[src/rtl/sup_rst_pkg.sv]
// Shared types for the supply supervisor.
// Assumes: all event fields are single-cycle strobes in the clk domain,
// except ext_hold, which is a level.
package sup_rst_pkg;
    typedef struct packed {
        logic cs_toggle;  // chip select changed level
        logic hi_rise;    // active-high pin went 0->1
        logic lo_fall;    // active-low pin went 1->0
        logic ext_hold;   // an external reset level is present
    } pin_evt_t;
endpackage

[src/rtl/pin_sync_edge.sv]
// Two-flop synchronizer plus one history flop for each bit of an input bus.
// Outputs the synchronized level and its value one cycle earlier.
// Assumes: inputs are asynchronous and slow compared with clk. IDLE gives
// the reset value of each bit, so no edge is seen when reset ends.
module pin_sync_edge #(
    parameter int unsigned     W    = 3,
    parameter logic [W-1:0]    IDLE = '0
) (
    input  logic         clk,
    input  logic         rst_n,
    input  logic [W-1:0] din,
    output logic [W-1:0] lvl,
    output logic [W-1:0] prev
);
    for (genvar b = 0; b < W; b++) begin : g_bit
        logic q1, q2, q3;
        // Move the bit through the synchronizer and the history flop.
        always_ff @(posedge clk) begin
            if (!rst_n) begin
                q1 <= IDLE[b];
                q2 <= IDLE[b];
                q3 <= IDLE[b];
            end else begin
                q1 <= din[b];
                q2 <= q1;
                q3 <= q2;
            end
        end
        assign lvl[b]  = q2;
        assign prev[b] = q3;
    end
endmodule

[src/rtl/reset_pulse_seq.sv]
// Reset pulse sequencer. It holds reset while the supply is low and restarts
// the pulse on any restart strobe. It releases reset after PULSE_TICKS ticks.
// Assumes: tick is a one-cycle strobe. A bad supply or a restart takes
// priority over counting.
module reset_pulse_seq #(
    parameter int unsigned PULSE_TICKS = 1000
) (
    input  logic clk,
    input  logic rst_n,
    input  logic supply_ok,
    input  logic tick,
    input  logic restart,
    output logic active
);
    localparam int unsigned PW = $clog2(PULSE_TICKS + 1);
    localparam logic [PW-1:0] LAST = PW'(PULSE_TICKS - 1);

    logic [PW-1:0] cnt;

    // Hold, restart or count down the reset window.
    always_ff @(posedge clk) begin
        if (!rst_n) begin
            active <= 1'b1;
            cnt    <= '0;
        end else if (!supply_ok || restart) begin
            active <= 1'b1;
            cnt    <= '0;
        end else if (active && tick) begin
            if (cnt == LAST) begin
                active <= 1'b0;
                cnt    <= '0;
            end else begin
                cnt <= cnt + 1'b1;
            end
        end
    end

    AST_RESTART_ZERO: assert property (@(posedge clk) disable iff (!rst_n)
        (!supply_ok || restart) |=> (active && cnt == '0));

    AST_FULL_PULSE: assert property (@(posedge clk) disable iff (!rst_n)
        $fell(active) |-> ($past(cnt) == LAST && $past(tick)));
endmodule

[src/rtl/watchdog_core.sv]
// Watchdog tick counter. It raises expire for one cycle when WDT_TICKS ticks
// have passed with no clear or kick.
// Assumes: hold_clear is a level and kick is a strobe. Both take priority
// over the final tick.
module watchdog_core #(
    parameter int unsigned WDT_TICKS = 8000
) (
    input  logic clk,
    input  logic rst_n,
    input  logic tick,
    input  logic hold_clear,
    input  logic kick,
    output logic expire
);
    localparam int unsigned WW = $clog2(WDT_TICKS + 1);
    localparam logic [WW-1:0] LAST = WW'(WDT_TICKS - 1);

    logic [WW-1:0] cnt;
    logic          clear;

    assign clear  = hold_clear | kick;
    assign expire = !clear && tick && (cnt == LAST);

    // Count ticks; return to zero on a clear or on expiry.
    always_ff @(posedge clk) begin
        if (!rst_n || clear) begin
            cnt <= '0;
        end else if (tick) begin
            cnt <= expire ? '0 : cnt + 1'b1;
        end
    end

    AST_WDT_CLEAR: assert property (@(posedge clk) disable iff (!rst_n)
        (hold_clear || kick) |=> (cnt == '0));

    AST_WDT_BOUND: assert property (@(posedge clk) disable iff (!rst_n)
        cnt <= LAST);
endmodule

[src/rtl/supply_reset_supervisor.sv]
// Top level of the supply supervisor. It synchronizes chip select and the
// two reset-pin readbacks and derives their edges. From these it drives the
// pulse sequencer and the watchdog.
// Assumes: supply_ok and tick are already synchronous to clk. The pins idle
// at hi=0 and lo=1.
module supply_reset_supervisor
    import sup_rst_pkg::*;
#(
    parameter int unsigned PULSE_TICKS = 1000,
    parameter int unsigned WDT_TICKS   = 8000
) (
    input  logic clk,
    input  logic rst_n,
    input  logic supply_ok,
    input  logic tick,
    input  logic cs_in,
    input  logic rst_hi_pin_in,
    input  logic rst_lo_pin_in,
    output logic rst_hi_out,
    output logic rst_lo_out
);
    localparam int unsigned NPIN = 3;
    localparam logic [NPIN-1:0] PIN_IDLE = 3'b100;  // {lo, hi, cs}

    logic [NPIN-1:0] pin_lvl, pin_prev;
    pin_evt_t        evt;
    logic            active, wdt_expire;

    pin_sync_edge #(.W(NPIN), .IDLE(PIN_IDLE)) u_sync (
        .clk   (clk),
        .rst_n (rst_n),
        .din   ({rst_lo_pin_in, rst_hi_pin_in, cs_in}),
        .lvl   (pin_lvl),
        .prev  (pin_prev)
    );

    // Decode edges and held levels from the synchronized pins.
    always_comb begin
        evt.cs_toggle = pin_lvl[0] ^ pin_prev[0];
        evt.hi_rise   = pin_lvl[1] & ~pin_prev[1];
        evt.lo_fall   = ~pin_lvl[2] & pin_prev[2];
        evt.ext_hold  = pin_lvl[1] | ~pin_lvl[2];
    end

    reset_pulse_seq #(.PULSE_TICKS(PULSE_TICKS)) u_seq (
        .clk       (clk),
        .rst_n     (rst_n),
        .supply_ok (supply_ok),
        .tick      (tick),
        .restart   (evt.hi_rise | evt.lo_fall | wdt_expire),
        .active    (active)
    );

    watchdog_core #(.WDT_TICKS(WDT_TICKS)) u_wdt (
        .clk        (clk),
        .rst_n      (rst_n),
        .tick       (tick),
        .hold_clear (!supply_ok | active | evt.ext_hold),
        .kick       (evt.cs_toggle),
        .expire     (wdt_expire)
    );

    assign rst_hi_out = active;
    assign rst_lo_out = ~active;

    AST_SUPPLY_LOW_RESET: assert property (@(posedge clk) disable iff (!rst_n)
        !supply_ok |=> (rst_hi_out && !rst_lo_out));
endmodule

[config.mk]
export PLATFORM = sky130hd
export DESIGN_NAME = supply_reset_supervisor
export DESIGN_NICKNAME = d
export VERILOG_FILES = /design/src/rtl/sup_rst_pkg.sv /design/src/rtl/pin_sync_edge.sv /design/src/rtl/reset_pulse_seq.sv /design/src/rtl/watchdog_core.sv /design/src/rtl/supply_reset_supervisor.sv
export SDC_FILE = /design/constraint.sdc
export NUM_CORES = 1
export LEC_CHECK = 0
export BUFFER_PORTS_ARGS = -buffer_cell sky130_fd_sc_hd__buf_2
export CAP_MARGIN = 20
export CELL_PAD_IN_SITES_DETAIL_PLACEMENT = 1
export CELL_PAD_IN_SITES_GLOBAL_PLACEMENT = 1
export CORE_ASPECT_RATIO = 1.4
export CORE_UTILIZATION = 48
export CTS_BUF_LIST = sky130_fd_sc_hd__clkbuf_8 sky130_fd_sc_hd__clkbuf_16
export CTS_CLUSTER_DIAMETER = 80
export DETAILED_ROUTE_END_ITERATION = 10
export PLACE_DENSITY = 0.82
export SYNTH_ARGS = -nofsm -noshare
export SYNTH_HDL_FRONTEND = slang
export SYNTH_SLANG_ARGS = --single-unit
export TNS_END_PERCENT = 5
[constraint.sdc]
create_clock -name clk -period 4.53 [get_ports clk]
set_input_delay 0 -clock clk [delete_from_list [all_inputs] [get_ports clk]]
set_output_delay 0 -clock clk [all_outputs]
set_load 0.02 [all_outputs]
; Word-level counts from Yosys, hierarchy flattened
; Index checks and enable logic that the tools add are counted.
[op_classes]
n_eq_ne = 2
bitwise = 13
n_mux = 2
add_sub_neg = 2
n_reduce_logical = 10
[op_table]
columns = operator, count
row1 = $add 13x1->13 const B, 1
row2 = $eq 13x13->1 const B, 1
row3 = $mux 13, 1
row4 = $add 10x1->10 const B, 1
row5 = $eq 10x10->1 const B, 1
row6 = $mux 10, 1
row7 = $or 1x1->1, 6
row8 = $not 1->1, 4
row9 = $logic_and 1x1->1, 3
row10 = $logic_not 1->1, 3
row11 = $and 1x1->1, 2
row12 = $logic_or 1x1->1, 2
row13 = $reduce_and 2->1, 1
row14 = $reduce_or 2->1, 1
row15 = $xor 1x1->1, 1
[word_totals]
word_cells = 41
input_bits = 7
regBits = 33

; Depth between registers and ports, before layout
[logic_depth]
word_depth = 10
ltp_mapped = 6
ltp_nobuf = 5

; Hierarchy
; Synthesis repeated with hierarchy kept, for this count alone.
[unflattened]
cells_unflattened = 158
area_unflattened_um2 = 1488.9
[modules_own_cells]
columns = mod, area_each_um2, instances, cells_per_inst, seq_area_each_um2
row1 = watchdog_core, 638.1, 1, 72, 260.2
row2 = reset_pulse_seq, 530.5, 1, 56, 220.2
row3 = pin_sync_edge, 281.5, 1, 24, 180.2
row4 = supply_reset_supervisor, 38.8, 1, 6, 0.0

; Least setup slack after synthesis
; OpenSTA, ideal clock, no wires.
[synth_timing]
kind = reg2reg
start = reg u_wdt.cnt[0]
end = reg u_seq.cnt[0]
stages_incl_launch_ff = 6
required_time_ns = 4.407
slack_ns = 2.846
arrival_ns = 1.562
period_less_slack_ns = 1.684
setup_ns = 0.123
path_cell_list = dfxtp_1 > ha_1 > nand3_1 > or4_4 > o211ai_4 > nor2_1
[synth_between]
elab_chain_cells = 5
[synth_rtl]
columns = item, line_no
row1 = "start, declared", watchdog_core.sv:18  ; logic [WW-1:0] cnt;
row2 = "start signal, assigned", watchdog_core.sv:29  ; cnt <= expire ? '0 : cnt + 1'b1;
row3 = $eq 13x13->1, watchdog_core.sv:22  ; assign expire = !clear && tick && (cnt == LAST);
row4 = $logic_and 1x1->1, watchdog_core.sv:22
row5 = $or 1x1->1, supply_reset_supervisor.sv:50  ; .restart (evt.hi_rise | evt.lo_fall | wdt_expire),
row6 = $logic_or 1x1->1, reset_pulse_seq.sv:25  ; end else if (!supply_ok || restart) begin
row7 = $reduce_or 2->1 (no line), n/a
row8 = "end signal, assigned", reset_pulse_seq.sv:33  ; cnt <= cnt + 1'b1;
row9 = "end, declared", reset_pulse_seq.sv:18  ; logic [PW-1:0] cnt;
; Every way passes these cells.
; A chain may end at the register's enable or synchronous reset.

; Worst setup path after layout
[layout_timing]
start = reg u_wdt.cnt[0]
end = reg u_seq.cnt[3]
; The elaborated chain is that of the path after synthesis.

==> run summary <==
==========================================================================================
Net count of the mapped netlist .............................................          163
Pre-CTS worst setup slack ...................................................      2660 ps
Width of the die ............................................................      47.7 um
Post-route minimum period ...................................................      1900 ps
Post-Route WL ...............................................................      3.06 mm
Die outline area ............................................................    3150 um^2
FP Rows .....................................................................           22
Via count of the first global-routing pass ..................................        1,156
Clock edge transition at the registers on the reported setup and hold paths .        70 ps
First-pass GRT wire length ..................................................      5.06 mm
Vias/cell ...................................................................         5.40
Initial core utilization ....................................................        52.0%
Result of the run ........................................................... finished, final reports clean
Final worst-path setup slack ................................................      2630 ps
Pwr dens ....................................................................  345 nW/um^2
Filler Cells Inserted .......................................................          333
Number of clock sinks .......................................................           33
Yosys top cell by area ...................................................... sky130_fd_sc_hd__dfxtp_1
Latest clock arrival within the worst-skew pair .............................       290 ps
Depth of the worst register-to-register path ................................            5
Lkg Pwr .....................................................................  0.000566 uW
Number of synthesized flops with an enable pin ..............................            0
Syn_area_per_cell ...........................................................    9.11 um^2
Layout cell share with drive strength beyond 1 ..............................        12.3%
Final HPWL from detailed placement ..........................................      2.18 mm
Part of the cycle the worst path needs ......................................        41.8%
Pin count of the biggest net entering global routing ........................           15
Post-synthesis register bit count ...........................................           33
Clock Tree Buf Depth ........................................................            2
Setup Total Neg Slack .......................................................         0 ps
Violation count after the first detailed-routing iteration ..................           22
Count of non-filler cells in the finished layout ............................          207
Number of warnings printed during yosys synthesis ...........................            0
Number of failing setup endpoints in the final timing report ................            0
Top-Level Pins ..............................................................            9
Area overhead of the layout relative to synthesis ...........................        15.2%
GRT Util Overall ............................................................        23.8%
Setup Skew ..................................................................      9.66 ps
Final Util ..................................................................        59.9%
Grt total ovfl ..............................................................            0
Syn Std Cell Area ...........................................................    1400 um^2
Post-synth top cells ........................................................ 33 x sky130_fd_sc_hd__dfxtp_1, 25 x sky130_fd_sc_hd__nor2_1, 13 x sky130_fd_sc_hd__xnor2_1, 12 x sky130_fd_sc_hd__nand2_1, 9 x sky130_fd_sc_hd__nand4_1
Cells after Synth ...........................................................          154
Sequential area share after synthesis .......................................        47.1%
Routed via count ............................................................        1,118
Max VDD drop ................................................................   0.000315 V
Critical Path Fanout Max ....................................................            7
Type of the most critical hold path ......................................... primary input to flop
Number of hold violations in the final report ...............................            0
Number of search-and-repair iterations in the first detailed-routing pass ...            4
Routed wire length per instance .............................................      14.8 um
Worst Hold Path Cells .......................................................            3
Maximum level of the CTS H-tree .............................................            2
RSZ-0062 raised after global routing ........................................           no
Core area ...................................................................    2700 um^2
Predominant post-synthesis flop cell ........................................ sky130_fd_sc_hd__dfxtp_1
Initial antenna violation count .............................................            0
Share of the synthesized area in the top cell type ..........................        47.1%
Endpoint type of the worst setup path .......................................         flop
Placed insts ................................................................          194
I/O Buffers .................................................................            8
Library cell used as clock root buffer ...................................... sky130_fd_sc_hd__clkbuf_8
Slew margin rel. ............................................................        58.1%
TritonCTS clock tree ........................................................         done
Most frequent cell after synthesis .......................................... sky130_fd_sc_hd__dfxtp_1
Share of synthesized flip-flops with an asynchronous set or reset ...........           0%
Worst Tran Pin Value ........................................................       628 ps
Final Max Tran Viols ........................................................            0
Ant. Diodes .................................................................            0
Data arrival at the endpoint of the critical path ...........................      2060 ps
Die H .......................................................................      66.0 um
Type of element launching the critical path .................................         flop
Gp weighted congestion ......................................................        0.678
Number of CTS-inserted buffers ..............................................            5
DRC Markers .................................................................            0
Worst Path Class, Setup ..................................................... flop to flop
Max-capacitance violation count .............................................            0
Antenna Violating Nets Remaining ............................................            0
Fmax ........................................................................      528 MHz
Cell types occupying the most area after synthesis .......................... sky130_fd_sc_hd__dfxtp_1 47%, sky130_fd_sc_hd__xnor2_1 8.1%, sky130_fd_sc_hd__nor2_1 6.7%, sky130_fd_sc_hd__xor2_1 5.0%, sky130_fd_sc_hd__nand4_1 4.0%
Number of different library cells in the post-synthesis netlist .............           30
Number of nets in the finished design .......................................          179
Required time of the worst setup path .......................................      4690 ps
==========================================================================================
## flip-flops by register name, indices dropped and copies added (netlist names)
| register | count |
|---|---|
| u_wdt.cnt | 13 |
| u_sync.g_bit.q1 | 3 |
| u_seq.cnt | 10 |
| u_sync.g_bit.q2 | 3 |
| u_sync.g_bit.q3 | 3 |
| u_seq.active | 1 |
## cell type report
type	instances	area, um^2	area share [%]
Multi-Input combinational cell	112	699	43.3
Sequential cell	33	661	40.9
Clock buffer	7	96.3	5.96
Timing Repair Buffer	13	90.1	5.58
Tap cell	36	45.0	2.79
Inverter	5	18.8	1.16
Clock inverter	1	5.00	0.310
## cell usage in the layout, fill, tap and decap left out, types with 5 or more instances in the layout
cell type / count
sky130_fd_sc_hd__nand3_1: 7
sky130_fd_sc_hd__nand4_1: 9
sky130_fd_sc_hd__xnor2_1: 13
sky130_fd_sc_hd__buf_2: 8
sky130_fd_sc_hd__dfxtp_1: 33
sky130_fd_sc_hd__xor2_1: 8
sky130_fd_sc_hd__and2_1: 6
sky130_fd_sc_hd__nand2_1: 12
sky130_fd_sc_hd__nor2_1: 25
sky130_fd_sc_hd__inv_1: 5
sky130_fd_sc_hd__dlygate4sd3_1: 5
sky130_fd_sc_hd__clkbuf_8: 7
sky130_fd_sc_hd__nand2b_1: 5
## stage by stage
stage               total power [uW]  cell area [um^2]  hold slack (ps)
finish                           557              1620             90.7
global route                     576              1620              111
CTS                              562              1620             82.2
detailed placement               317              1460              205
global placement                 316              1460              183
floorplan                        312              1400              101
## final timing paths
| kind | start | endpoint | slack (ps) |
|---|---|---|---|
| setup / recovery | u_wdt.cnt[0] | u_seq.cnt[3] | 2630 |
| hold / removal | tick | u_seq.cnt[1] | 90 |
| setup reg to reg | u_wdt.cnt[0] | u_seq.cnt[3] | 2630 |
| hold reg to reg | u_sync.g_bit[2].q1 | u_sync.g_bit[2].q2 | 410 |
## cell families after synthesis
kind of cell	Yosys count	share of synthesized area, %
xor gates and xnor gates	21	13.1
and+or+nand+nor	82	30.6
DFF	33	47.1
AOI/OAI and AO/OA	7	4.37
adders and majority gates	2	1.78
buffers and inverters	9	3.03
## layer usage
layer	share of wire [%]	global-route usage, %	vias to the layer above
met4	3.7	12.5	0
li1	-	-	553
met1	39	22.6	538
met2	55	42.1	15
met3	2.6	7.92	12
met5	0	0	-
## timing repair
action,4_1_cts,5_1_grt
hold endpoints to repair,5,0
resized for setup,0,0
setup buffers,0,0
hold buffers,5,0
## worst max-delay path: stages, from the launching register on
cell                       delay [ps]
sky130_fd_sc_hd__dfxtp_1          390
sky130_fd_sc_hd__ha_1             210
sky130_fd_sc_hd__nand3_1          170
sky130_fd_sc_hd__or4_4            640
sky130_fd_sc_hd__o211ai_4         270
sky130_fd_sc_hd__nor2_1            90
## report_power, final
part	switching [uW]	leakage (uW)	internal, uW
logic	9.84	0.000244	9.47
clock network	105	0.0000542	137
registers	1.63	0.000268	294
No activity file was read; power rests on OpenSTA's default activity.
